### config.mk
export PLATFORM = sky130hd
export DESIGN_NAME = cdr_bb_loop
export DESIGN_NICKNAME = d
export VERILOG_FILES = /design/src/rtl/cdr_bb_pkg.sv /design/src/rtl/cdr_rst_sync.sv /design/src/rtl/cdr_phase_det.sv /design/src/rtl/cdr_vote_filter.sv /design/src/rtl/cdr_phase_acc.sv /design/src/rtl/cdr_bb_loop.sv
export SDC_FILE = /design/constraint.sdc
export NUM_CORES = 1
export LEC_CHECK = 0
export BUFFER_PORTS_ARGS = -buffer_cell sky130_fd_sc_hd__buf_2
export CAP_MARGIN = 20
export CORE_MARGIN = 8
export CORE_UTILIZATION = 41
export DETAILED_ROUTE_END_ITERATION = 12
export PLACE_DENSITY = 0.59
export RECOVER_POWER = 25
export SLEW_MARGIN = 15
export SYNTH_ARGS = -nofsm -noshare
export SYNTH_HDL_FRONTEND = slang
export SYNTH_HIERARCHICAL = 1
export SYNTH_SLANG_ARGS = --single-unit
### constraint.sdc
create_clock -name clk -period 1.2 [get_ports clk]
set_clock_uncertainty 0.05 [all_clocks]
set_input_delay 0.06 -clock clk [delete_from_list [all_inputs] [get_ports clk]]
set_output_delay 0.06 -clock clk [all_outputs]
set_load 0.005 [all_outputs]
### src/rtl/cdr_bb_pkg.sv
package cdr_bb_pkg;
  typedef enum logic [1:0] {
    VOTE_HOLD  = 2'b00,
    VOTE_EARLY = 2'b01,
    VOTE_LATE  = 2'b10
  } vote_e;
endpackage

### src/rtl/cdr_rst_sync.sv
module cdr_rst_sync #(
  parameter int STAGES = 2
) (
  input  logic clk,
  input  logic rst_n,
  output logic rst_n_sync
);
  logic [STAGES-1:0] chain_q;

  always_ff @(posedge clk or negedge rst_n) begin
    if (!rst_n) chain_q <= '0;
    else        chain_q <= {chain_q[STAGES-2:0], 1'b1};
  end

  assign rst_n_sync = chain_q[STAGES-1];
endmodule

### src/rtl/cdr_phase_det.sv
module cdr_phase_det
  import cdr_bb_pkg::*;
(
  input  logic  clk,
  input  logic  rst_n,
  input  logic  restart,
  input  logic  sym_vld,
  input  logic  data_smp,
  input  logic  edge_smp,
  output vote_e vote,
  output logic  vote_vld,
  output logic  rx_bit,
  output logic  rx_bit_vld
);
  logic prev_q, prev_d;
  logic hist_q, hist_d;
  logic rxb_q, rxb_d;
  logic rxv_q, rxv_d;
  logic smp_en;

  // decision from current bit, previous bit and the edge between them
  always_comb begin
    if (data_smp == prev_q) vote = VOTE_HOLD;
    else if (edge_smp == data_smp) vote = VOTE_LATE;
    else vote = VOTE_EARLY;
  end

  assign vote_vld = sym_vld & hist_q & ~restart;
  assign smp_en   = restart | sym_vld;

  always_comb begin
    prev_d = prev_q;
    hist_d = hist_q;
    rxb_d  = rxb_q;
    rxv_d  = 1'b0;
    if (restart) begin
      hist_d = 1'b0;
    end else if (sym_vld) begin
      prev_d = data_smp;
      hist_d = 1'b1;
      rxb_d  = data_smp;
      rxv_d  = 1'b1;
    end
  end

  always_ff @(posedge clk or negedge rst_n) begin
    if (!rst_n) begin
      prev_q <= 1'b0;
      hist_q <= 1'b0;
      rxb_q  <= 1'b0;
      rxv_q  <= 1'b0;
    end else begin
      rxv_q <= rxv_d;
      if (smp_en) begin
        prev_q <= prev_d;
        hist_q <= hist_d;
        rxb_q  <= rxb_d;
      end
    end
  end

  assign rx_bit     = rxb_q;
  assign rx_bit_vld = rxv_q;

  assert_rx_follows_strobe_R8: assert property (@(posedge clk) disable iff (!rst_n)
    rx_bit_vld |-> ($past(sym_vld) && !$past(restart) && rx_bit == $past(data_smp)));
endmodule

### src/rtl/cdr_vote_filter.sv
module cdr_vote_filter
  import cdr_bb_pkg::*;
#(
  parameter int VOTE_LEN = 4
) (
  input  logic  clk,
  input  logic  rst_n,
  input  logic  restart,
  input  logic  vote_vld,
  input  vote_e vote,
  output logic  step_up,
  output logic  step_dn
);
  localparam int SUM_W = $clog2(VOTE_LEN) + 2;
  localparam logic signed [SUM_W-1:0] LIM_P = SUM_W'(VOTE_LEN);
  localparam logic signed [SUM_W-1:0] LIM_N = -LIM_P;

  logic signed [SUM_W-1:0] sum_q, sum_d, sum_try, inc;
  logic up_q, up_d, dn_q, dn_d;
  logic sum_en;

  always_comb begin
    case (vote)
      VOTE_EARLY: inc = SUM_W'(1);
      VOTE_LATE:  inc = -SUM_W'(1);
      default:    inc = '0;
    endcase
    sum_try = sum_q + inc;
  end

  always_comb begin
    sum_d = sum_q;
    up_d  = 1'b0;
    dn_d  = 1'b0;
    if (restart) begin
      sum_d = '0;
    end else if (vote_vld) begin
      if (sum_try >= LIM_P) begin
        up_d  = 1'b1;
        sum_d = '0;
      end else if (sum_try <= LIM_N) begin
        dn_d  = 1'b1;
        sum_d = '0;
      end else begin
        sum_d = sum_try;
      end
    end
  end

  assign sum_en = restart | vote_vld;

  always_ff @(posedge clk or negedge rst_n) begin
    if (!rst_n) begin
      sum_q <= '0;
      up_q  <= 1'b0;
      dn_q  <= 1'b0;
    end else begin
      up_q <= up_d;
      dn_q <= dn_d;
      if (sum_en) sum_q <= sum_d;
    end
  end

  assign step_up = up_q;
  assign step_dn = dn_q;

  assert_no_overflow_R4: assert property (@(posedge clk) disable iff (!rst_n)
    (sum_q > LIM_N) && (sum_q < LIM_P));
  assert_step_needs_vote_R4: assert property (@(posedge clk) disable iff (!rst_n)
    (step_up || step_dn) |-> ($past(vote_vld) && !$past(restart)));
endmodule

### src/rtl/cdr_phase_acc.sv
module cdr_phase_acc #(
  parameter int PHASE_W   = 8,
  parameter int PHASE_RST = 0
) (
  input  logic               clk,
  input  logic               rst_n,
  input  logic               restart,
  input  logic [PHASE_W-1:0] init_code,
  input  logic               step_up,
  input  logic               step_dn,
  output logic [PHASE_W-1:0] phase_code
);
  localparam logic [PHASE_W-1:0] ONE   = PHASE_W'(1);
  localparam logic [PHASE_W-1:0] RST_V = PHASE_W'(PHASE_RST);

  logic [PHASE_W-1:0] ph_q, ph_d;
  logic ph_en;

  // modulo arithmetic: natural wrap of a PHASE_W-bit register
  always_comb begin
    if (restart)      ph_d = init_code;
    else if (step_up) ph_d = ph_q + ONE;
    else if (step_dn) ph_d = ph_q - ONE;
    else              ph_d = ph_q;
  end

  assign ph_en = restart | step_up | step_dn;

  always_ff @(posedge clk or negedge rst_n) begin
    if (!rst_n)     ph_q <= RST_V;
    else if (ph_en) ph_q <= ph_d;
  end

  assign phase_code = ph_q;

  assert_up_one_R5: assert property (@(posedge clk) disable iff (!rst_n)
    (step_up && !restart) |=> phase_code == PHASE_W'($past(phase_code) + ONE));
  assert_dn_one_R5: assert property (@(posedge clk) disable iff (!rst_n)
    (step_dn && !restart) |=> phase_code == PHASE_W'($past(phase_code) - ONE));
  assert_hold_R5: assert property (@(posedge clk) disable iff (!rst_n)
    (!step_up && !step_dn && !restart) |=> $stable(phase_code));
  assert_reload_R7: assert property (@(posedge clk) disable iff (!rst_n)
    restart |=> phase_code == $past(init_code));
endmodule

### src/rtl/cdr_bb_loop.sv
module cdr_bb_loop
  import cdr_bb_pkg::*;
#(
  parameter int PHASE_W   = 8,
  parameter int VOTE_LEN  = 4,
  parameter int PHASE_RST = 0
) (
  input  logic               clk,
  input  logic               rst_n,
  input  logic               restart,
  input  logic [PHASE_W-1:0] init_code,
  input  logic               sym_vld,
  input  logic               data_smp,
  input  logic               edge_smp,
  output logic               rx_bit,
  output logic               rx_bit_vld,
  output logic               step_up,
  output logic               step_dn,
  output logic [PHASE_W-1:0] phase_code
);
  logic  rst_n_i;
  vote_e vote;
  logic  vote_vld;

  cdr_rst_sync #(.STAGES(2)) u_rst (
    .clk(clk), .rst_n(rst_n), .rst_n_sync(rst_n_i)
  );

  cdr_phase_det u_det (
    .clk(clk), .rst_n(rst_n_i), .restart(restart), .sym_vld(sym_vld),
    .data_smp(data_smp), .edge_smp(edge_smp), .vote(vote), .vote_vld(vote_vld),
    .rx_bit(rx_bit), .rx_bit_vld(rx_bit_vld)
  );

  cdr_vote_filter #(.VOTE_LEN(VOTE_LEN)) u_flt (
    .clk(clk), .rst_n(rst_n_i), .restart(restart), .vote_vld(vote_vld),
    .vote(vote), .step_up(step_up), .step_dn(step_dn)
  );

  cdr_phase_acc #(.PHASE_W(PHASE_W), .PHASE_RST(PHASE_RST)) u_acc (
    .clk(clk), .rst_n(rst_n_i), .restart(restart), .init_code(init_code),
    .step_up(step_up), .step_dn(step_dn), .phase_code(phase_code)
  );

  assert_pulses_exclusive_R4: assert property (@(posedge clk) disable iff (!rst_n_i)
    !(step_up && step_dn));
endmodule

Word level (Yosys, flattened, before mapping):

Cells that the tools add are included.

* register bits after elaboration: 19
* output and inout bits: 12
* input bits: 14
* word-level logic and storage cells: 52

* eq/ne operators: 4
* add/subtract/negate cells: 3
* reduce and logical (&&, ||, !) cells: 7
* multiplexer cells: 21
* $lt $le $gt $ge: 2
* bitwise operators: 7

Operators with widths (number)
* $mux W8: 3
* $mux W4: 4
* $mux W1: 11
* $add A8 B1 Y8 const B: 1
* $pmux W4 S2: 1
* $sub A8 B1 Y8 const B: 1
* $reduce_and A2 Y1: 3
* $add A4 B4 Y4: 1
* $ge A4 B4 Y1 const B: 1
* $le A4 B3 Y1 const B: 1
* $mux W2: 2
* $or A1 B1 Y1: 4
* $reduce_bool A2 Y1: 2
* $reduce_and A3 Y1: 1
* $reduce_bool A3 Y1: 1
* $and A1 B1 Y1: 2
* $eq A1 B1 Y1: 2
* $eq A2 B1 Y1 const B: 1
* $eq A2 B2 Y1 const B: 1
* $not A1 Y1: 1

Logic depth before layout (Yosys ltp):

Gate-level depths: netlist (run 1).

* depth after elaboration: 11
* mapped depth: 12
* gate-level depth less buffers: 12

Hierarchy:

The synthesis (run 1) kept the hierarchy.

Modules (own cells, without submodules)
* cdr_phase_acc: instances 1, sequential area each 200.2 µm², cells an instance 76, area an instance 678.2 µm²
* cdr_vote_filter: instances 1, sequential area each 150.1 µm², cells an instance 47, area an instance 447.9 µm²
* cdr_phase_det: instances 1, sequential area each 75.1 µm², cells an instance 12, area an instance 151.4 µm²
* cdr_rst_sync: instances 1, sequential area each 50.0 µm², cells an instance 3, area an instance 53.8 µm²

Least setup slack after synthesis (run 1):

Ideal clock, no wire load.

* path type: register to register
* start: register u_det/rx_bit (netlist name)
* end: register u_flt.sum_q[0]
* buffers on the path: 0
* library setup time: 0.126 ns
* data required time: 1.024 ns
* slack: -1.463 ns
* stages on the path, launching flop included: 12
* clock period less this slack: 2.663 ns
* data arrival time: 2.487 ns
* path through: dfrtp_1 > nand2b_1 > mux2i_1 > inv_1 > ha_1 > inv_1 > ha_1 > a211o_1 > and3_1 > or3_4 > and2_4 > a221o_1

RTL lines
* end signal, assigned: RTL line cdr_vote_filter.sv:60 `if (sum_en) sum_q <= sum_d;`
* end, declared: RTL line cdr_vote_filter.sv:18 `logic signed [SUM_W-1:0] sum_q, sum_d, sum_try, inc;`

==> results of run 1 <==
## layout make-up
| type | instances | area, sq um |
|---|---|---|
| clock inverter | 1 | 5.00 |
| sequential | 19 | 479 |
| fill | 251 | 925 |
| inverter | 6 | 27.5 |
| clock buffer | 3 | 22.5 |
| timing repair buffer | 77 | 571 |
| tap | 44 | 55.1 |
| multi-input combinational | 109 | 993 |
## logic make-up after synthesis
family,synth area share (%)
DFF,35.7
adders and majority gates,10.9
and+or+nand+nor,22.6
buffers and inverters,2.82
AOI/OAI and AO/OA,16.5
xor gates and xnor gates,5.26
muxes,5.92
other,0.282
## placed cells by master (no fill, tap or decap), types with 2 or more instances in the layout
cell type      synthesis  layout
a21o_1                 2       2
a21oi_1               10       6
a21oi_2                0       4
buf_2                  0      25
buf_4                  0      32
buf_6                  0       5
clkbuf_4               0       3
dfrtp_1               19      16
dfrtp_2                0       3
dlygate4sd3_1          0      12
ha_1                  10       3
ha_4                   0       6
inv_1                  6       4
mux2_2                 2       2
mux2_4                 1       2
mux2i_1                3       2
nand2_1                9       9
nand2b_1               7       6
nand3_1                2       2
nand3b_1               2       2
nor2_1                11      10
nor3_1                 3       2
o21ai_1                6       6
o21ai_2                1       2
o21bai_1               2       2
xnor2_1                4       2
xnor2_2                0       2
xor2_1                 4       4
## through the flow
| stage | util (%) | total power, uW |
|---|---|---|
| floorplan | - | 1100 |
| global placement | 59.3 | 1340 |
| detailed placement | 59.3 | 1360 |
| CTS | 69.1 | 1810 |
| global route | 70.0 | 1950 |
| finish | 70.0 | 1810 |
## flip-flops by register name, indices dropped and copies added, names as in the netlist
register          count
u_acc/phase_code      8
u_det/hist_q          1
u_rst/chain_q         2
u_det/rx_bit_vld      1
u_flt/step_up         1
u_det/rx_bit          1
u_flt/sum_q           4
u_flt/step_dn         1
## critical path, cell delays in order, from the launching register on
cell	delay [ns]
dfrtp_1	0.43
nand2b_4	0.16
mux2i_1	0.13
inv_1	0.10
ha_4	0.27
inv_2	0.04
ha_4	0.16
a211o_1	0.26
and3_4	0.16
or3_4	0.36
and2_4	0.18
a221o_1	0.31
## worst max path at each step
stage	start	endpoint	slack, ns
final	u_det/rx_bit$_DFFE_PN0P_	u_flt/sum_q[0]$_DFFE_PN0P_	-1.50
after global routing	u_det/rx_bit$_DFFE_PN0P_	u_flt/sum_q[0]$_DFFE_PN0P_	-1.57
after CTS	u_det/rx_bit$_DFFE_PN0P_	u_flt/sum_q[0]$_DFFE_PN0P_	-1.49
after detailed placement	u_det/rx_bit$_DFFE_PN0P_	u_flt/sum_q[0]$_DFFE_PN0P_	-1.53
after global placement	u_det/rx_bit$_DFFE_PN0P_	u_flt/sum_q[0]$_DFFE_PN0P_	-1.44
after floorplan	u_det/rx_bit$_DFFE_PN0P_	u_flt/sum_q[0]$_DFFE_PN0P_	-1.42
## layer usage
layer	global-route usage (%)	part of all wire, %	routed length [microns]
met5	0	0	0
met4	1.33	0	0
met3	4.26	5.5	192
met2	24.0	46	1590
met1	18.9	49	1690
## power by group through the flow
stage / clock, uW / sequential [uW] / combinational [uW]
5_1_grt: 385 / 731 / 834
3_5_place_dp: 0 / 733 / 628
3_3_place_gp: 0 / 732 / 607
6_report: 332 / 725 / 751
4_1_cts: 348 / 725 / 741
2_1_floorplan: 0 / 743 / 360
## repair_timing
| action | CTS | global route |
|---|---|---|
| setup endpoints to repair | 14 | 14 |
| hold buffers | 12 | 0 |
| endpoints found under the hold margin | 12 | 0 |
| setup buffers | 5 | 2 |
| gates resized for setup | 24 | 2 |
| pin swaps | 17 | 5 |
| gates cloned | 0 | 0 |
==> run metrics, run 1 <==
Synth warnings 6; Worst setup SP type register; post-synthesis cell count around 140; Sw Share 31.7%; crit path DAT ~2.9 ns; FF+latch count, synth 19; IR drop worst, VDD between 0.0005 and 0.0006 V; drt pass-1 iters 4; antenna fix cells 0; Synth top area share 35.7%; top post-synthesis cells by count dfrtp_1, nor2_1, a21oi_1, ha_1, nand2_1; number of global-route vias before repair ~1400; HPWL Detailed between 2 and 3 mm; Yosys cell types 49; first-pass GRT wire length roughly 6.3 mm; root cell of the clock tree clkbuf_4; area grow syn2layout 61.7%; DR iter-0 viols ~60; Clock Sink Count 19; DRC errors left 0; Via density 4.93; Logic pwr share between 40% and 50%; die area ~0.0053 sq mm; Crit. End Element register; Post-synth ARST share 100%; initial antenna violation count 0; Initial Utilization between 40% and 50%; Clk pwr share between 10% and 20%; NetSw 573 uW; fmax between 300 and 400 MHz; largest net degree at the start of global routing 18; Num CTS Buffers 3; worst hold slack 0.0381 ns; syn nets 163; die height 73.0 microns; I/O pin count 26; pwr/cell area ~840 mW/mm^2; Worst R2R Path Depth 11; fin crit share 225%; Die X between 70 and 80 microns; ratio of cells with drive above 1 in the final layout a little over half; Routability Congestion slightly below 0.9; nets@finish between 200 and 250; minimum clock period roughly 2.7 ns; final setup violating endpoints 15; via count roughly 1300; Req. time, crit path about 1.4 ns; hold endpoint u_det/rx_bit_vld$_DFF_PN0_; top-count cell post-synth dfrtp_1; clk buf depth 2; area leader, netlist dfrtp_1; Post-synth EDFFs 0; Worst-path clk slew between 0.1 and 0.15 ns; RSZ-0062 raised after global routing yes; port bufs 25; grt ovf 0; Rows 20; Avg Cell Area, Syn slightly below 10 sq um; outcome finished, violations left; Max Cap Viol 0; Final Max Tran Viols 0; Pint 1240 uW; LEAKAGE 0.000987 uW; synth top area cells dfrtp_1, ha_1, a21oi_1; r2r setup slk -1.50 ns; hold_sp restart; reg2reg end u_flt/sum_q[0]$_DFFE_PN0P_; cell area after synthesis between 0.001 and 0.0015 sq mm; H-tree depth 1; sequential area share after synthesis between 30% and 40%; Placed Area 0.00183 sq mm; post-route ant nets 0; Max FO, Critical Path 4; CTS tree done; WHS Path Cells 3; Post-Layout Cell Count between 200 and 300; worst hold-check path type in -> reg; placed insts between 200 and 250; Post-synth top flop dfrtp_1; drt wl/cell roughly 13 microns; failing checks negative setup slack; final WL ~3.5 mm; Worst Slack Setup Final -1.50 ns; gr usage total between 10% and 20%; worst-skew pair later-pin latency about 0.31 ns; final instance area 0.00215 sq mm; Seq pwr share between 40% and 50%; Final Hold Fails 0; Crit Path Class reg -> reg; worst r2r src u_det/rx_bit$_DFFE_PN0P_; setup tns final -12.95 ns; core area between 0.003 and 0.004 sq mm; pre-CTS WS -1.53 ns
No activity file was read; power rests on OpenSTA's default activity.
==> run 2, diff against run 1 <==
--- a/config.mk
+++ b/config.mk
@@ -11,2 +11,3 @@
 export CORE_UTILIZATION = 41
+export CTS_BUF_LIST = sky130_fd_sc_hd__clkbuf_8 sky130_fd_sc_hd__clkbuf_16
 export DETAILED_ROUTE_END_ITERATION = 12
==> constraint.sdc (replaced) <==
create_clock -name clk -period 1.2 [get_ports clk]
set_clock_uncertainty 0.05 [all_clocks]
set_input_delay 0.24 -clock clk [delete_from_list [all_inputs] [get_ports clk]]
set_output_delay 0.24 -clock clk [all_outputs]
set_load 0.005 [all_outputs]
==> run 2 against run 1 <==
  * Register-to-register slack worse by 0.03 ns
  * Clock-buffer cell count stayed put
  * Worst hold slack better by 0.10 ns
  * The run still ends with negative setup slack left
  * Sequential power hardly changed
  * First-iteration DRC count is 49% lower
  * Largest cell class unchanged
  * Largest power group unchanged
  * Combinational power is 12% higher
  * Critical path depth is 1 higher
  * Cell area is 4.2% higher
  * Flip-flop and latch count stayed put
  * Via count is 2.6% higher
  * Highest routed layer is now met4
  * Non-clock buffer count is 5 lower
  * Power is 13% higher
==> run metrics, run 2 (synthesis results as in run 1) <==
outcome finished, violations left; HPWL Detailed 2.65 mm (+2.7%); Initial Utilization 43.3% (unchanged); Post-Layout Cell Count 254 (-1.9%); Sw Share 32.0% (+0.33 points); LEAKAGE 0.000999 uW (+1.2%); area occupied by multi-input gates 0.00106 sq mm (+6.5%); Worst Slack Setup Final -1.53 ns (-0.0313 ns); failing checks negative setup slack; filler instances 233 (-7.2%); Final Max Tran Viols 0 (unchanged); worst-skew pair later-pin latency 0.26 ns (-0.05 ns); Rows 20 (unchanged); crit path launch u_det/rx_bit$_DFFE_PN0P_; fin crit share 227% (+2.6 points); r2r setup slk -1.53 ns (-0.03 ns); Via density 5.16 (+4.6%); DRC errors left 0 (unchanged); CTS tree done; setup tns final -13.39 ns (-0.442 ns); final core utilization 72.9% (+3.0 points); Logic pwr share 41.0% (-0.5 points); post-route ant nets 0 (unchanged); die area 0.00533 sq mm (unchanged); Routability Congestion 0.881 (+1.6%); final setup violating endpoints 18 (+3); Num CTS Buffers 3 (unchanged); nets@finish 236 (-2.1%); Sequential Area 480 sq um (+0.26%); pwr/cell area 912 mW/mm^2 (+8.6%); I/O pin count 26 (unchanged); core area 0.00308 sq mm (unchanged); hold_sp init_code[0]; final WL 3.87 mm (+11%); max FFs per register 8 (unchanged); Worst-path clk slew 0.08 ns (-0.04 ns); total power 2050 uW (+13%); Crit. End Element register; first-pass GRT wire length 6.49 mm (+2.7%); placed insts 238 (+0.85%); commonest non-fill, non-tap cell in the layout buf_4; IR drop worst, VDD 0.000412 V (-28%); initial antenna violation count 0 (unchanged); Die X 73.0 microns (unchanged); number of global-route vias before repair 1442 (+5.6%); ratio of cells with drive above 1 in the final layout 59.0% (+6.5 points); clk buf depth 2 (unchanged); minimum clock period 2.73 ns (+0.0313 ns); root cell of the clock tree clkbuf_8; antenna fix cells 0 (unchanged); fmax 367 MHz (-1.1%); via count 1311 (+2.6%); grt ovf 0 (unchanged); area grow syn2layout 68.6%; drt wl/cell 15.2 microns (+14%); Max Cap Viol 0 (unchanged); NetSw 656 uW (+14%); Seq pwr share 35.6% (-4.5 points); final instance area 0.00224 sq mm (+4.2%); DR iter-0 viols 31 (-49%); Clk pwr share 23.4% (+5.0 points); Max FO, Critical Path 4 (unchanged); port bufs 25 (unchanged); gr usage total 15.1% (+0.52 points); Pint 1390 uW (+13%); Placed Area 0.00184 sq mm (+0.82%); largest net degree at the start of global routing 18 (unchanged); most frequent cells in the layout buf_4, buf_6, buf_2; drt pass-1 iters 4 (unchanged); RSZ-0062 raised after global routing yes; H-tree depth 1 (unchanged); Clock Sink Count 19 (unchanged); Worst setup SP type register; worst hold-check path type in -> reg; die height 73.0 microns (unchanged); crit path DAT 2.84 ns (about the same); Crit Path Class reg -> reg; Final Hold Fails 0 (unchanged); worst r2r src u_det/rx_bit$_DFFE_PN0P_; Req. time, crit path 1.31 ns (-0.04 ns)
==> run 2: critical path, stage by stage, from the launching register on <==
cell and delay (ns):
dfrtp_1 0.42, nand2b_4 0.15, mux2i_1 0.15, inv_1 0.11, ha_4 0.27, inv_2 0.03, ha_4 0.16, a211o_1 0.26
and3_4 0.15, or3_4 0.36, and2_4 0.16, buf_6 0.11, nor4b_4 0.22
==> run 2: routing by layer <==
metal | GRT usage, % | routed length [microns]
met2 | 26.3 | 2000
met1 | 18.1 | 1670
met5 | 0 | 0
met3 | 3.57 | 185
met4 | 3.78 | 12
==> run 2: per-stage QoR <==
step	hold slack [ns]	setup WS [ns]
6_report	0.139	-1.53
5_1_grt	0.142	-1.60
2_1_floorplan	-0.106	-1.42
4_1_cts	0.140	-1.49
3_3_place_gp	-0.0246	-1.45
3_5_place_dp	-0.0219	-1.53
==> run 2: area by class of cell <==
type	count	area share (%)
flip-flops and latches	19	21.4
clock buffers	3	1.84
inverters	6	1.23
well taps	44	2.45
multi-input cells	109	47.2
clock inverters	1	0.334
repair buffers	72	25.6
==> run 2: repair_timing <==
action | CTS | global route
setup endpoints to repair | 19 | 22
pin swaps | 19 | 17
hold buffers | 1 | 0
resized for setup | 33 | 24
setup buffers | 8 | 9
endpoints found under the hold margin | 2 | 0
==> run 2: power groups by stage <==
stage,combinational (uW),clock [uW],sequential [uW]
after global routing,915,524,735
after floorplan,360,0,743
after global placement,613,0,732
after detailed placement,632,0,733
final,840,479,728
after CTS,759,485,727
==> run 2: path summary, 6_finish.rpt <==
| path | to | depth (start not counted) |
|---|---|---|
| max reg2reg | u_flt/step_up$_DFF_PN0_ | 12 |
| min in group asynchronous | u_det/rx_bit_vld$_DFF_PN0_ | 1 |
| max in group asynchronous | u_acc/phase_code[1]$_DFFE_PN0P_ | 1 |
| min | u_acc/phase_code[0]$_DFFE_PN0P_ | 3 |
| min reg2reg | u_det/rx_bit_vld$_DFF_PN0_ | 1 |
| max | u_flt/step_up$_DFF_PN0_ | 12 |
==> run 3, diff against run 2 <==
- clock period: 1.2 -> 2.7 ns (I/O delays scaled with it)
==> run 3 against run 2 <==
  * Wire length down 28%
  * Largest power group is now registers
  * Flip-flop and latch count unchanged
  * Highest routed layer unchanged
  * Critical endpoint is now u_flt/sum_q[0]$_DFFE_PN0P_
  * Critical path depth unchanged
  * Via count down 14%
  * Largest cell class unchanged
  * The flow still finishes with violations (negative setup slack)
  * Non-clock buffer count down 38
==> run metrics, run 3 (synthesis results as in run 1) <==
outcome finished, violations left; failing checks negative setup slack; most frequent cells in the layout buf_2, dfrtp_1, nor2_1; largest net degree at the start of global routing 27 (+9); nets@finish 198 (-16%); Seq pwr share 44.1% (+8.5 points); Die X 73.0 microns (unchanged); CP max stage cell or3_4; commonest non-fill, non-tap cell in the layout buf_2; worst r2r src u_det/rx_bit$_DFFE_PN0P_; H-tree depth 1 (unchanged); NetSw 217 uW (-67%); pwr/cell area 449 mW/mm^2 (-51%); Worst Slack Setup Final -0.0425 ns (+1.49 ns); max FFs per register 8 (unchanged); worst hold-check path type reg -> async; placed insts 208 (-13%); Clk pwr share 26.3% (+2.9 points); clk buf depth 2 (unchanged); HPWL Detailed 2.13 mm (-20%); DRC errors left 0 (unchanged); worst hold slack 0.238 ns (+0.0991 ns); Crit Path Class in -> reg; DR iter-0 viols 53 (+71%); Crit. End Element register; Worst R2R Path Depth 11 (-1); Sw Share 29.5% (-2.5 points); final WL 2.80 mm (-28%); first-pass GRT wire length 4.83 mm (-26%); area grow syn2layout 22.8%; filler instances 295 (+27%); Worst setup SP type input pin; Slew headroom a little over half; Via density 5.25 (+1.7%); Max FO, Critical Path 4 (unchanged); Final Max Tran Viols 0 (unchanged); Post-Layout Cell Count 216 (-15%); port bufs 25 (unchanged); antenna fix cells 0 (unchanged); worst-skew pair later-pin latency 0.25 ns (about the same); RSZ-0062 raised after global routing yes; Rows 20 (unchanged); gr usage total 11.2% (-3.9 points); number of global-route vias before repair 1078 (-25%); I/O pin count 26 (unchanged); grt ovf 0 (unchanged); crit path launch data_smp; fmax 365 MHz; initial antenna violation count 0 (unchanged); ratio of cells with drive above 1 in the final layout 32.0% (-27 points); Routability Congestion 0.872 (-0.97%); IR drop worst, VDD 0.000199 V (-52%); post-route ant nets 0 (unchanged); Pint 517 uW (-63%); die height 73.0 microns (unchanged); Num CTS Buffers 3 (unchanged); minimum clock period approximately 2.7 ns; setup tns final -0.0425 ns (+13.35 ns); crit path DAT 2.83 ns (about the same); CTS tree done; Worst path max stage delay 0.39 ns (-0.03 ns); Clock Sink Count 19 (unchanged); Req. time, crit path 2.79 ns (+1.48 ns); Worst-path clk slew 0.07 ns (about the same); drt pass-1 iters 4 (unchanged); pre-CTS WS -0.273 ns (+1.25 ns); root cell of the clock tree clkbuf_8; Final Hold Fails 0 (unchanged); die area 0.00533 sq mm (unchanged); final setup violating endpoints 1 (-17); Logic pwr share 29.6% (-11 points); via count 1134 (-14%); total power 734 uW (-64%); Worst-Margin Slew 0.696 ns; LEAKAGE 0.000757 uW (-24%); core area 0.00308 sq mm (unchanged); crit-path cells buf_2 > nand2b_1 > mux2i_1 > inv_1 > ha_1 > inv_2 > ha_4 > a211o_1 > and3_4 > or3_4 > and2_4 > a221o_1; fin crit share 102%; drt wl/cell 13.0 microns (-15%); Initial Utilization 43.3% (unchanged); Max Cap Viol 0 (unchanged)
-- run 3: cell count changes in the layout (fill, tap and decap cells not counted), sizes merged --
cell,delta
inv,+1
buf,-36
clkbuf,-2
clkinvlp,-1
-- run 3: worst max-delay path: cells and delay by family --
| family | cells | cell delay (ns) |
|---|---|---|
| AND/OR/NAND/NOR | 4 | 0.89 |
| adder cells (fa/ha/maj) | 2 | 0.43 |
| multiplexers | 1 | 0.14 |
| AO/OA/AOI/OAI | 2 | 0.59 |
| buffers and inverters | 3 | 0.23 |
-- run 3: final cells by class --
type | instances | area, sq um | share of cell area, %
sequential | 19 | 475 | 29.1
inverter | 6 | 22.5 | 1.38
clock buffer | 3 | 41.3 | 2.52
multi-input combinational | 109 | 842 | 51.5
timing repair buffer | 34 | 194 | 11.9
clock inverter | 1 | 5.00 | 0.306
tap | 44 | 55.1 | 3.37
-- run 3: stage by stage --
step,utilization [%],instance area [sq um]
3_5_place_dp,49.9,1540
3_3_place_gp,49.9,1540
6_report,53.1,1640
5_1_grt,53.1,1640
4_1_cts,51.9,1600
2_1_floorplan,-,1330
-- run 3: timing repair --
action / 4_1_cts / 5_1_grt
buffers inserted: 1 / 2
pin swaps: 0 / 5
resized for setup: 1 / 5
hold buffers: 0 / 1
setup endpoints to repair: 1 / 6
hold endpoints to repair: 0 / 2
-- run 3: worst paths after layout --
| path | end | slack [ns] |
|---|---|---|
| min | u_det/rx_bit_vld$_DFF_PN0_ | 0.24 |
| min in group clk | u_rst/chain_q[1]$_DFF_PN0_ | 0.31 |
| max reg2reg | u_flt/sum_q[0]$_DFFE_PN0P_ | -0.02 |
| min reg2reg | u_det/rx_bit_vld$_DFF_PN0_ | 0.24 |
| max in group asynchronous | u_flt/sum_q[1]$_DFFE_PN0P_ | 1.91 |
| max | u_flt/sum_q[0]$_DFFE_PN0P_ | -0.04 |
-- run 3: power by group through the flow --
stage                     clock [uW]  sequential [uW]  combinational (uW)
final                            193              324                 217
after global routing             213              329                 243
after CTS                        200              324                 209
after detailed placement           0              330                 202
after global placement             0              329                 198
after floorplan                    0              327                 141
-- run 3: routing by layer --
layer | GRT usage (%) | part of all wire, % | up-vias
li1 | - | - | 561
met1 | 13.1 | 44 | 545
met2 | 18.6 | 50 | 24
met3 | 2.88 | 5.9 | 4
met4 | 5.33 | 0.68 | 0
met5 | 0 | 0 | -
